File: src/rtl/rdseq_pkg.sv
package rdseq_pkg;

  // ordered so that the larger code wins when two bursts touch one cycle
  typedef enum logic [1:0] {
    SLOT_IDLE = 2'd0,
    SLOT_POST = 2'd1,
    SLOT_PRE  = 2'd2,
    SLOT_DATA = 2'd3
  } slot_kind_e;

  function automatic logic is_read(input logic cs_n, input logic ras_n,
                                   input logic cas_n, input logic we_n);
    return !cs_n && ras_n && !cas_n && we_n;
  endfunction

endpackage

File: src/rtl/rdseq_cmd_dec.sv
module rdseq_cmd_dec
  import rdseq_pkg::*;
#(
  parameter int COL_W = 6,
  parameter int LAT_W = 3,
  parameter int DEPTH = 18
) (
  input  logic             cs_ni,
  input  logic             ras_ni,
  input  logic             cas_ni,
  input  logic             we_ni,
  input  logic [COL_W-1:0] addr_i,
  input  logic [LAT_W-1:0] al_i,
  input  logic [LAT_W-1:0] cl_i,
  input  logic             bl8_i,
  output slot_kind_e       inj_kind_o [DEPTH],
  output logic [COL_W-1:0] inj_rcol_o [DEPTH],
  output logic [COL_W-1:0] inj_fcol_o [DEPTH]
);
  localparam int CNT_W = $clog2(DEPTH + 2) + 1;
  localparam int BW    = 3;

  logic             rd_hit;
  logic [LAT_W-1:0] cl_eff;
  logic [CNT_W-1:0] rl_x;
  logic [CNT_W-1:0] half_x;
  logic [BW-1:0]    wrap_mask;
  logic [BW-1:0]    start_lo;

  always_comb begin
    rd_hit    = is_read(cs_ni, ras_ni, cas_ni, we_ni);
    cl_eff    = (cl_i < LAT_W'(2)) ? LAT_W'(2) : cl_i;
    rl_x      = CNT_W'(al_i) + CNT_W'(cl_eff);
    half_x    = bl8_i ? CNT_W'(4) : CNT_W'(2);
    wrap_mask = bl8_i ? 3'b111 : 3'b011;
    start_lo  = addr_i[BW-1:0];
  end

  for (genvar j = 0; j < DEPTH; j++) begin : g_slot
    localparam logic [CNT_W-1:0] CYC = CNT_W'(j + 1);
    logic [CNT_W-1:0] idx;
    logic [BW-1:0]    beat_r, beat_f, lo_r, lo_f;

    always_comb begin
      idx    = CYC - rl_x;
      beat_r = {idx[1:0], 1'b0};
      beat_f = {idx[1:0], 1'b1};
      lo_r   = (start_lo & ~wrap_mask) | ((start_lo + beat_r) & wrap_mask);
      lo_f   = (start_lo & ~wrap_mask) | ((start_lo + beat_f) & wrap_mask);
      inj_rcol_o[j] = {addr_i[COL_W-1:BW], lo_r};
      inj_fcol_o[j] = {addr_i[COL_W-1:BW], lo_f};
      if (!rd_hit)                                   inj_kind_o[j] = SLOT_IDLE;
      else if (CYC + CNT_W'(1) == rl_x)              inj_kind_o[j] = SLOT_PRE;
      else if (CYC >= rl_x && CYC < rl_x + half_x)   inj_kind_o[j] = SLOT_DATA;
      else if (CYC == rl_x + half_x)                 inj_kind_o[j] = SLOT_POST;
      else                                           inj_kind_o[j] = SLOT_IDLE;
    end
  end

endmodule

File: src/rtl/rdseq_timeline.sv
module rdseq_timeline
  import rdseq_pkg::*;
#(
  parameter int COL_W = 6,
  parameter int DEPTH = 18
) (
  input  logic             clk_i,
  input  logic             rst_ni,
  input  slot_kind_e       inj_kind_i [DEPTH],
  input  logic [COL_W-1:0] inj_rcol_i [DEPTH],
  input  logic [COL_W-1:0] inj_fcol_i [DEPTH],
  output slot_kind_e       cur_kind_o,
  output logic [COL_W-1:0] cur_rcol_o,
  output logic [COL_W-1:0] cur_fcol_o
);
  // tl_kind_q[j] describes the cycle j+1 edges ahead
  slot_kind_e       tl_kind_q [DEPTH];
  logic [COL_W-1:0] tl_rcol_q [DEPTH];
  logic [COL_W-1:0] tl_fcol_q [DEPTH];

  slot_kind_e       nx_kind [DEPTH];
  logic [COL_W-1:0] nx_rcol [DEPTH];
  logic [COL_W-1:0] nx_fcol [DEPTH];

  for (genvar j = 0; j < DEPTH; j++) begin : g_merge
    slot_kind_e       old_kind;
    logic [COL_W-1:0] old_rcol, old_fcol;
    if (j == DEPTH - 1) begin : g_tail
      assign old_kind = SLOT_IDLE;
      assign old_rcol = '0;
      assign old_fcol = '0;
    end else begin : g_body
      assign old_kind = tl_kind_q[j+1];
      assign old_rcol = tl_rcol_q[j+1];
      assign old_fcol = tl_fcol_q[j+1];
    end
    always_comb begin
      if (inj_kind_i[j] > old_kind) begin
        nx_kind[j] = inj_kind_i[j];
        nx_rcol[j] = inj_rcol_i[j];
        nx_fcol[j] = inj_fcol_i[j];
      end else begin
        nx_kind[j] = old_kind;
        nx_rcol[j] = old_rcol;
        nx_fcol[j] = old_fcol;
      end
    end
  end

  always_ff @(posedge clk_i or negedge rst_ni) begin
    if (!rst_ni) begin
      cur_kind_o <= SLOT_IDLE;
      cur_rcol_o <= '0;
      cur_fcol_o <= '0;
      for (int j = 0; j < DEPTH; j++) begin
        tl_kind_q[j] <= SLOT_IDLE;
        tl_rcol_q[j] <= '0;
        tl_fcol_q[j] <= '0;
      end
    end else begin
      cur_kind_o <= tl_kind_q[0];
      cur_rcol_o <= tl_rcol_q[0];
      cur_fcol_o <= tl_fcol_q[0];
      for (int j = 0; j < DEPTH; j++) begin
        tl_kind_q[j] <= nx_kind[j];
        tl_rcol_q[j] <= nx_rcol[j];
        tl_fcol_q[j] <= nx_fcol[j];
      end
    end
  end

endmodule

File: src/rtl/rdseq_store.sv
module rdseq_store #(
  parameter int COL_W = 6,
  parameter int DQ_W  = 16
) (
  input  logic [COL_W-1:0] rcol_i,
  input  logic [COL_W-1:0] fcol_i,
  output logic [DQ_W-1:0]  rword_o,
  output logic [DQ_W-1:0]  fword_o
);
  localparam int HALF  = DQ_W / 2;
  localparam int WORDS = 1 << COL_W;

  logic [DQ_W-1:0] rom [WORDS];

  for (genvar i = 0; i < WORDS; i++) begin : g_word
    assign rom[i] = {~HALF'(i), HALF'(i)};
  end

  assign rword_o = rom[rcol_i];
  assign fword_o = rom[fcol_i];

endmodule

File: src/rtl/rd_burst_seq.sv
module rd_burst_seq
  import rdseq_pkg::*;
#(
  parameter int COL_W = 6,
  parameter int DQ_W  = 16,
  parameter int LAT_W = 3
) (
  input  logic             clk_i,
  input  logic             rst_ni,
  input  logic             cs_ni,
  input  logic             ras_ni,
  input  logic             cas_ni,
  input  logic             we_ni,
  input  logic [COL_W-1:0] addr_i,
  input  logic [LAT_W-1:0] al_i,
  input  logic [LAT_W-1:0] cl_i,
  input  logic             bl8_i,
  output logic [DQ_W-1:0]  dq_rise_o,
  output logic [DQ_W-1:0]  dq_fall_o,
  output logic             dq_oe_o,
  output logic             dqs_hi_o,
  output logic             dqs_oe_rise_o,
  output logic             dqs_oe_fall_o
);
  localparam int MAX_RL = 2 * ((1 << LAT_W) - 1);
  localparam int DEPTH  = MAX_RL + 4;

  slot_kind_e       inj_kind [DEPTH];
  logic [COL_W-1:0] inj_rcol [DEPTH];
  logic [COL_W-1:0] inj_fcol [DEPTH];
  slot_kind_e       cur_kind;
  logic [COL_W-1:0] cur_rcol, cur_fcol;
  logic [DQ_W-1:0]  rword, fword;

  rdseq_cmd_dec #(.COL_W(COL_W), .LAT_W(LAT_W), .DEPTH(DEPTH)) u_dec (
    .cs_ni      (cs_ni),
    .ras_ni     (ras_ni),
    .cas_ni     (cas_ni),
    .we_ni      (we_ni),
    .addr_i     (addr_i),
    .al_i       (al_i),
    .cl_i       (cl_i),
    .bl8_i      (bl8_i),
    .inj_kind_o (inj_kind),
    .inj_rcol_o (inj_rcol),
    .inj_fcol_o (inj_fcol)
  );

  rdseq_timeline #(.COL_W(COL_W), .DEPTH(DEPTH)) u_tl (
    .clk_i      (clk_i),
    .rst_ni     (rst_ni),
    .inj_kind_i (inj_kind),
    .inj_rcol_i (inj_rcol),
    .inj_fcol_i (inj_fcol),
    .cur_kind_o (cur_kind),
    .cur_rcol_o (cur_rcol),
    .cur_fcol_o (cur_fcol)
  );

  rdseq_store #(.COL_W(COL_W), .DQ_W(DQ_W)) u_store (
    .rcol_i  (cur_rcol),
    .fcol_i  (cur_fcol),
    .rword_o (rword),
    .fword_o (fword)
  );

  always_comb begin
    dq_oe_o       = (cur_kind == SLOT_DATA);
    dqs_hi_o      = (cur_kind == SLOT_DATA);
    dqs_oe_rise_o = (cur_kind != SLOT_IDLE);
    dqs_oe_fall_o = (cur_kind == SLOT_DATA) || (cur_kind == SLOT_PRE);
    dq_rise_o     = dq_oe_o ? rword : '0;
    dq_fall_o     = dq_oe_o ? fword : '0;
  end

endmodule

File: config.mk
export PLATFORM = sky130hd
export DESIGN_NAME = rd_burst_seq
export DESIGN_NICKNAME = d
export VERILOG_FILES = /design/src/rtl/rdseq_pkg.sv /design/src/rtl/rdseq_cmd_dec.sv /design/src/rtl/rdseq_timeline.sv /design/src/rtl/rdseq_store.sv /design/src/rtl/rd_burst_seq.sv
export SDC_FILE = /design/constraint.sdc
export NUM_CORES = 1
export LEC_CHECK = 0
export ABC_AREA = 1
export ABC_CLOCK_PERIOD_IN_PS = 2910
export BUFFER_PORTS_ARGS = -buffer_cell sky130_fd_sc_hd__buf_2
export CAP_MARGIN = 30
export CORE_UTILIZATION = 40
export DETAILED_ROUTE_END_ITERATION = 8
export PLACE_DENSITY = 0.63
export SLEW_MARGIN = 40
export SYNTH_ARGS = -nofsm -noshare
export SYNTH_HDL_FRONTEND = slang
export SYNTH_SLANG_ARGS = --single-unit
export TNS_END_PERCENT = 100
File: constraint.sdc
create_clock -name clk_i -period 2.91 [get_ports clk_i]
set_input_delay 0.1455 -clock clk_i [delete_from_list [all_inputs] [get_ports clk_i]]
set_output_delay 0.1455 -clock clk_i [all_outputs]
set_load 0.1 [all_outputs]
[After elaboration in Yosys (flattened, before gate mapping)]
Memory sizes are Yosys's and may differ from the RTL's.
Index checks and enable logic that the tools add are counted.
Storage, ports and cells
  memories kept: 2
  register bits: 266
  word-level logic and storage cells: 446
  bits in read-only memories: 2048
  output and inout bits: 36
  input bits: 19
Memory list
  (name not given): words 64, width 16, rd ports 1, clocked after memory_dff 0, write ports 0, line rdseq_store.sv:19  | assign rword_o = rom[rcol_i];
  (name not given): words 64, width 16, rd ports 1, clocked after memory_dff 0, write ports 0, line rdseq_store.sv:20  | assign fword_o = rom[fcol_i];
Cells by class
  equality and inequality tests: 38
  multiplexer cells: 135
  order comparisons: 57
  add/subtract/negate cells: 56
  reduce and logical (&&, ||, !) cells: 25
  bitwise gates (word level): 76
Operator list (count)
  two-way mux 6 bit: 36
  two-way mux 2 bit: 72
  AND 3 bit: 37
  adder 3 bit: 36
  bitwise OR 3 bit: 36
  two-way mux 16 bit: 6
  == test 4 x 6 -> 1 bit (first input constant): 8
  < comparator 4 x 6 -> 1 bit (first input constant): 8
  > comparator 2 bit: 17
  == test 4 bit (first input constant): 8
  greater-or-equal comparator 4 bit (first input constant): 8
  == test 3 x 6 -> 1 bit (first input constant): 4
  < comparator 3 x 6 -> 1 bit (first input constant): 4
  logical AND 1 bit: 21
  == test 5 x 4 -> 1 bit (first input constant): 4
  == test 5 x 6 -> 1 bit (first input constant): 3
  < comparator 5 x 6 -> 1 bit (first input constant): 3
  two-way mux 1 bit: 18
  subtractor 1 x 2 -> 2 bit (first input constant): 9
  subtractor 2 bit (first input constant): 9
  == test 3 x 4 -> 1 bit (first input constant): 4
  greater-or-equal comparator 3 x 4 -> 1 bit (first input constant): 4
  greater-or-equal comparator 5 x 4 -> 1 bit (first input constant): 3
  greater-or-equal comparator 7 bit (second input constant): 2
  18 further kinds: 27

[Longest topological paths before layout]
  depth in word-level cells: 11
  depth in mapped cells: 24

[Modules after synthesis]
From an unflattened synthesis, not the netlist that was laid out.
Unflattened totals
  cells, all modules: 1741
  area total of the unflattened synthesis: 14889.3 µm²
Modules (own cells, without submodules)
  rdseq_timeline: area an instance 11537.3 µm², times used 1, cells each 1212
  rdseq_cmd_dec: area an instance 2775.2 µm², times used 1, cells each 423
  rd_burst_seq: area an instance 374.1 µm², times used 1, cells each 72
  rdseq_store: area an instance 202.7 µm², times used 1, cells each 34

[Worst setup path after synthesis]
Ideal clock, no wire load.
  path type: input-to-reg
  start: input cl_i[2]
  end: register u_tl.tl_kind_q, in the netlist u_tl.g_merge[11].old_kind[0]
  slack: -672 ps
  stages on the path: 20
  data required time: 2793 ps
  arrival: 3465 ps
  library setup time: 117 ps
  path through: o21a_1 ha_1 fa_1 ha_1 inv_1 fa_1 inv_1 nand3_1 nand2_4 nand2_4 nand2_4 nand3_1 a21oi_2 inv_1 ha_1 o21ai_0 clkbuf_1 inv_1 nand3_1 nand2_1
RTL lines
  from (decl): line rd_burst_seq.sv:16  | input logic [LAT_W-1:0] cl_i,
  to (signal, indexed assignment): line rdseq_timeline.sv:65  | tl_kind_q[j] <= nx_kind[j];
  to (decl): line rdseq_timeline.sv:17  | slot_kind_e tl_kind_q [DEPTH];

[Worst setup path in the final report]
  start: input cl_i[2]
  end: register u_tl.tl_rcol_q, in the netlist u_tl.g_merge[7].old_rcol[4]
On the way
  cells in the longest elaborated chain, start to end: 11
  elaborated cells on any way between the ends: 15
  classes of those cells: 2 x add/sub; 4 x order compare; 2 x eq/ne; 6 x mux; 1 x reduce/logical
RTL lines
  < comparator 3 x 2 -> 1 bit: line rdseq_cmd_dec.sv:32  | cl_eff = (cl_i < LAT_W'(2)) ? LAT_W'(2) : cl_i;
  two-way mux 3 bit (*): line rdseq_cmd_dec.sv:32
  adder 3 x 3 -> 4 bit (*): line rdseq_cmd_dec.sv:33  | rl_x = CNT_W'(al_i) + CNT_W'(cl_eff);
  adder 4 x 3 -> 5 bit: line rdseq_cmd_dec.sv:54, rdseq_cmd_dec.sv:55
  < comparator 4 x 6 -> 1 bit or == test 4 x 6 -> 1 bit (tied branches): line rdseq_cmd_dec.sv:54, rdseq_cmd_dec.sv:55
  logical AND 1 bit or two-way mux 1 bit (tied branches): line rdseq_cmd_dec.sv:54, rdseq_cmd_dec.sv:55
  two-way mux 2 bit: line rdseq_cmd_dec.sv:54  | else if (CYC >= rl_x && CYC < rl_x + half_x) inj_kind_o[j] = SLOT_DATA;
  two-way mux 2 bit (*): line rdseq_cmd_dec.sv:53  | else if (CYC + CNT_W'(1) == rl_x) inj_kind_o[j] = SLOT_PRE;
  two-way mux 2 bit (*): line rdseq_cmd_dec.sv:52  | if (!rd_hit) inj_kind_o[j] = SLOT_IDLE;
  > comparator 2 bit (*): line rdseq_timeline.sv:38  | if (inj_kind_i[j] > old_kind) begin
  two-way mux 6 bit (*): line rdseq_timeline.sv:38
  to (signal, indexed assignment): line rdseq_timeline.sv:66  | tl_rcol_q[j] <= nx_rcol[j];
  to (decl): line rdseq_timeline.sv:18  | logic [COL_W-1:0] tl_rcol_q [DEPTH];
Every way passes the cells marked *; elsewhere a longest branch is shown, timed or not.

==> impl_summary.md <==
Worst hold path
The class of the most critical hold timing path is in2async.

Worst setup path
In this run the worst path has a maximum fanout of 5. The maximum cell stage delay along the critical path is 0.67 ns. STA classifies the critical path startpoint as an input port.

STA puts the critical path data required time at 3.26 ns. The setup slack on the worst flop-to-flop path is 1.34 ns. Traced cell by cell, the critical path runs through buf_6 > o21a_1 > ha_2 > fa_2 > ha_4 > inv_2 > fa_2 > nand2_4 > nor2_4 > nand2_2 > nand3_2 > nand2_1 > nand2_2 > ha_4 > o21bai_4 > o21ai_4 > buf_12 > buf_12 > nand2_4 > o21ai_1.

The critical path is of the in2reg type. The kind of cell with the highest combined delay along the critical path is adder cells. The critical path arrival is 3.53 ns.

The type of element capturing the critical path is a flop. Among all stages on the critical path, the largest delay is contributed by sky130_fd_sc_hd__fa_2. The count of buffer and inverter cells on the critical path is 4.

Floorplanning
The effective utilization at floorplan is 0.412. In this run the horizontal extent of the chip is 158 um. The floorplan step defined a die boundary enclosing 0.0250 mm^2. The area of the core is 0.0237 mm^2.

The count of standard-cell rows is 56. The height of the chip is 158 um. 55 I/O pins were placed.

Yosys
The mapped netlist covers 0.00976 mm^2. Sorting the synthesized cells by area gives the leading types as sky130_fd_sc_hd__dfrtp_1 54%, sky130_fd_sc_hd__nand2_1 11%, sky130_fd_sc_hd__o21ai_0 9.0%. The sequential share of the synthesized area is 0.536. In this run, synthesis inferred 0 flip-flops with an integrated enable.

The fraction of synthesized cell area taken by the top area cell type is 0.536. The count of synthesis-stage warnings from yosys is 0. The post-synthesis average cell area is 9.08 um^2. The synthesized flop and latch total is 209. The gate count after technology mapping is 1075.

The count of unique library cells instantiated by Yosys is 41. The share of flip-flops with an asynchronous set or reset is 1.00. Among all flip-flop cells after synthesis, the most frequent one is sky130_fd_sc_hd__dfrtp_1. The cell type with the highest aggregate area in the netlist is sky130_fd_sc_hd__dfrtp_1.

Run status
The run finished, with violations left. The checks that failed: negative setup slack.

Power
The share of total power in sequential cells is 0.366. Dividing total power by cell area gives a power density of 787 mW/mm^2. The switching power as a share of total power is 0.330. The internal power is 0.00748 W. The worst ir drop on vdd is 0.405 mV. The final total power is 0.0112 W. The switching power is 0.00368 W. Of the total power, the clock network draws 0.285.

Summed over all cells, the static leakage comes to 7.15 nW. The combinational cell fraction of total power is 0.348.

CTS
The buffer cell driving the clock tree root is sky130_fd_sc_hd__clkbuf_16. Clock tree synthesis inserted a total of 23 buffers. The longest clock path from root to sink contains 3 buffers. The number of levels the H-tree was split into is 1. After clock tree synthesis, the clock-pin slew on the worst setup and hold paths is 0.06 ns. Clock latency on the worst-skew pair, taken at its later pin, is 0.50 ns. The clock sink total is 209. The clock tree from TritonCTS is built.

Place
The count of input and output buffers is 50. In this run, placement finished with an instance count of 1484. Routability-driven placement finished with a final weighted congestion of 0.968. The HPWL reported at the end of detailed placement is 14800 um.

Cells and area
The number of nets at the end of the flow is 1337. The count of inserted antenna diode cells is 0. Leaving out filler cells and counting taps, the final layout contains 1587. The library cells used most frequently in the layout, excluding fill and tap cells, are 209 x sky130_fd_sc_hd__dfrtp_1, 191 x sky130_fd_sc_hd__nand2_1, 104 x sky130_fd_sc_hd__inv_1, 90 x sky130_fd_sc_hd__buf_4, 83 x sky130_fd_sc_hd__o21ai_1. Compared with the post-synthesis result, the final layout area differs by 45.4%. The most common library cell in the layout ignoring fill and taps is sky130_fd_sc_hd__dfrtp_1.

The fraction of final layout cells with drive strength greater than 1 is 0.410.

Timing
The max-slew violation count is 0. In the post-route analysis, the smallest setup slack over all paths is -0.272 ns. The number of setup violations in the final report is 170. Across the routed clock network, the largest skew measured is 0.0135 ns.

Of the available clock period, the critical path in the final layout requires 1.09. For this run, the top clock speed supported by timing is 314 MHz. The hold violation total from the final report is 0. The transition time at the pin with the least slew margin is 0.812 ns. Headroom to the max-slew limit came out at 0.458. Setup repair after global routing could not meet its margin everywhere. For the finished layout, the period the worst path requires is 3.18 ns.

Global route
After global routing the overflow that remains totals 0. The pin count of the biggest net entering global routing is 100. The wire length of the first global-routing pass is 37100 um. The global-route usage over all layers is 0.192. The number of global-route vias before repair is 7377. The initial antenna violation count is 0.

Drt
For this block, the initial DRC count from the detailed router was 469. The number of routed nets with antenna violations is 0. Dividing the detail-routed via count by the number of cells gives 5.04. For this block, the via count after detailed routing is 7993.

The number of design rule violations left after detail routing is 0. Summed over all layers, the routed wires come to 26600 um. The routed wirelength normalized by instance count is 16.8 um. The number of detailed-routing iterations run before antenna repair is 6.

Job
The max capacitance violation total is 0.
-- sequential cells by signal, summed over array words and instances, names as in the netlist --
signal	flops
u_tl.g_merge.old_kind	34
u_tl.cur_rcol_o	5
u_tl.cur_fcol_o	4
u_tl.tl_fcol_q	6
u_tl.tl_rcol_q	3
u_tl.tl_kind_q	2
u_tl.g_merge.old_fcol	88
u_tl.g_merge.old_rcol	65
u_tl.cur_kind_o	2
-- synth_stat cells (3+ instances only) --
master                     number
sky130_fd_sc_hd__o21ai_1        7
sky130_fd_sc_hd__nor2_4         4
sky130_fd_sc_hd__xnor2_1        3
sky130_fd_sc_hd__a21oi_1        5
sky130_fd_sc_hd__nand3_1       24
sky130_fd_sc_hd__o21bai_1      17
sky130_fd_sc_hd__buf_4         16
sky130_fd_sc_hd__nand2_2        3
sky130_fd_sc_hd__ha_1          61
sky130_fd_sc_hd__fa_1           5
sky130_fd_sc_hd__nand2_4        7
sky130_fd_sc_hd__o21ai_0      175
sky130_fd_sc_hd__clkbuf_1      44
sky130_fd_sc_hd__a21oi_2        5
sky130_fd_sc_hd__nor3_1         3
sky130_fd_sc_hd__dfrtp_1      209
sky130_fd_sc_hd__nand4_1        6
sky130_fd_sc_hd__buf_2          3
sky130_fd_sc_hd__nand2_1      277
sky130_fd_sc_hd__nor2_1        40
sky130_fd_sc_hd__or2_2          3
sky130_fd_sc_hd__inv_1        131
sky130_fd_sc_hd__nand3b_1       4
-- worst paths after layout --
| kind | startpoint | endpoint | cells after the start |
|---|---|---|---|
| max reg2reg | u_tl.g_merge[7].old_kind[1] | u_tl.g_merge[6].old_fcol[4] | 8 |
| max in group asynchronous | rst_ni | u_tl.g_merge[2].old_kind[0] | 4 |
| min | rst_ni | u_tl.g_merge[9].old_fcol[5] | 2 |
| min reg2reg | u_tl.tl_rcol_q[102] | u_tl.cur_rcol_o[0] | 0 |
| max | cl_i[2] | u_tl.g_merge[7].old_rcol[4] | 20 |
| min in group clk_i | addr_i[0] | u_tl.g_merge[16].old_fcol[0] | 2 |
-- layout make-up --
type	count	area, um^2
fill	1899	9490
sequential	209	5230
multi-input combinational	669	5000
timing repair buffer	214	2200
clock buffer	27	621
inverter	135	527
tap	319	399
clock inverter	14	214
-- cells by family (layout without fill, tap and decap cells) --
family,Yosys count,count (layout),synth area share
other cells,1,4,0.000384
simple gates,380,380,0.167
xor+xnor,5,5,0.00449
flops,209,209,0.536
fa+ha+maj,66,66,0.0884
buf+inv,200,390,0.0856
compound gates,214,214,0.119
-- timing repair --
| action | CTS | global route |
|---|---|---|
| pin swaps | 26 | 78 |
| hold buffers | 1 | 0 |
| endpoints found under the hold margin | 96 | 0 |
| gates resized for setup | 124 | 263 |
| gates cloned | 9 | 18 |
| setup endpoints to repair | 169 | 170 |
| setup buffers | 20 | 16 |
-- per-layer routing --
metal / track usage / up-vias / share of wire
li1: - / 3751 / -
met1: 0.257 / 3946 / 0.44
met2: 0.327 / 245 / 0.49
met3: 0.0276 / 51 / 0.057
met4: 0.0453 / 0 / 0.022
met5: 0 / - / 0
-- power groups by stage --
stage | clock network (W) | logic [W] | registers (W)
after floorplan | 0 | 0.00162 | 0.00394
after global placement | 0 | 0.00236 | 0.00403
after detailed placement | 0 | 0.00242 | 0.00404
after CTS | 0.00324 | 0.00296 | 0.00401
after global routing | 0.00335 | 0.00419 | 0.00416
final | 0.00319 | 0.00389 | 0.00409
-- metrics by stage --
step	hold WS (ns)	TNS (ns)	util	cell area (um^2)	worst slack [ns]
3_3_place_gp	0.299	-99.72	0.472	11200	-0.703
4_1_cts	0.110	-6.78	0.543	12900	-0.125
2_1_floorplan	-0.150	-60.17	-	9990	-0.418
3_5_place_dp	0.295	-109.58	0.472	11200	-0.734
6_report	0.0948	-26.90	0.599	14200	-0.272
5_1_grt	0.122	-40.89	0.599	14200	-0.351
Power figures use the tool's default switching activity.
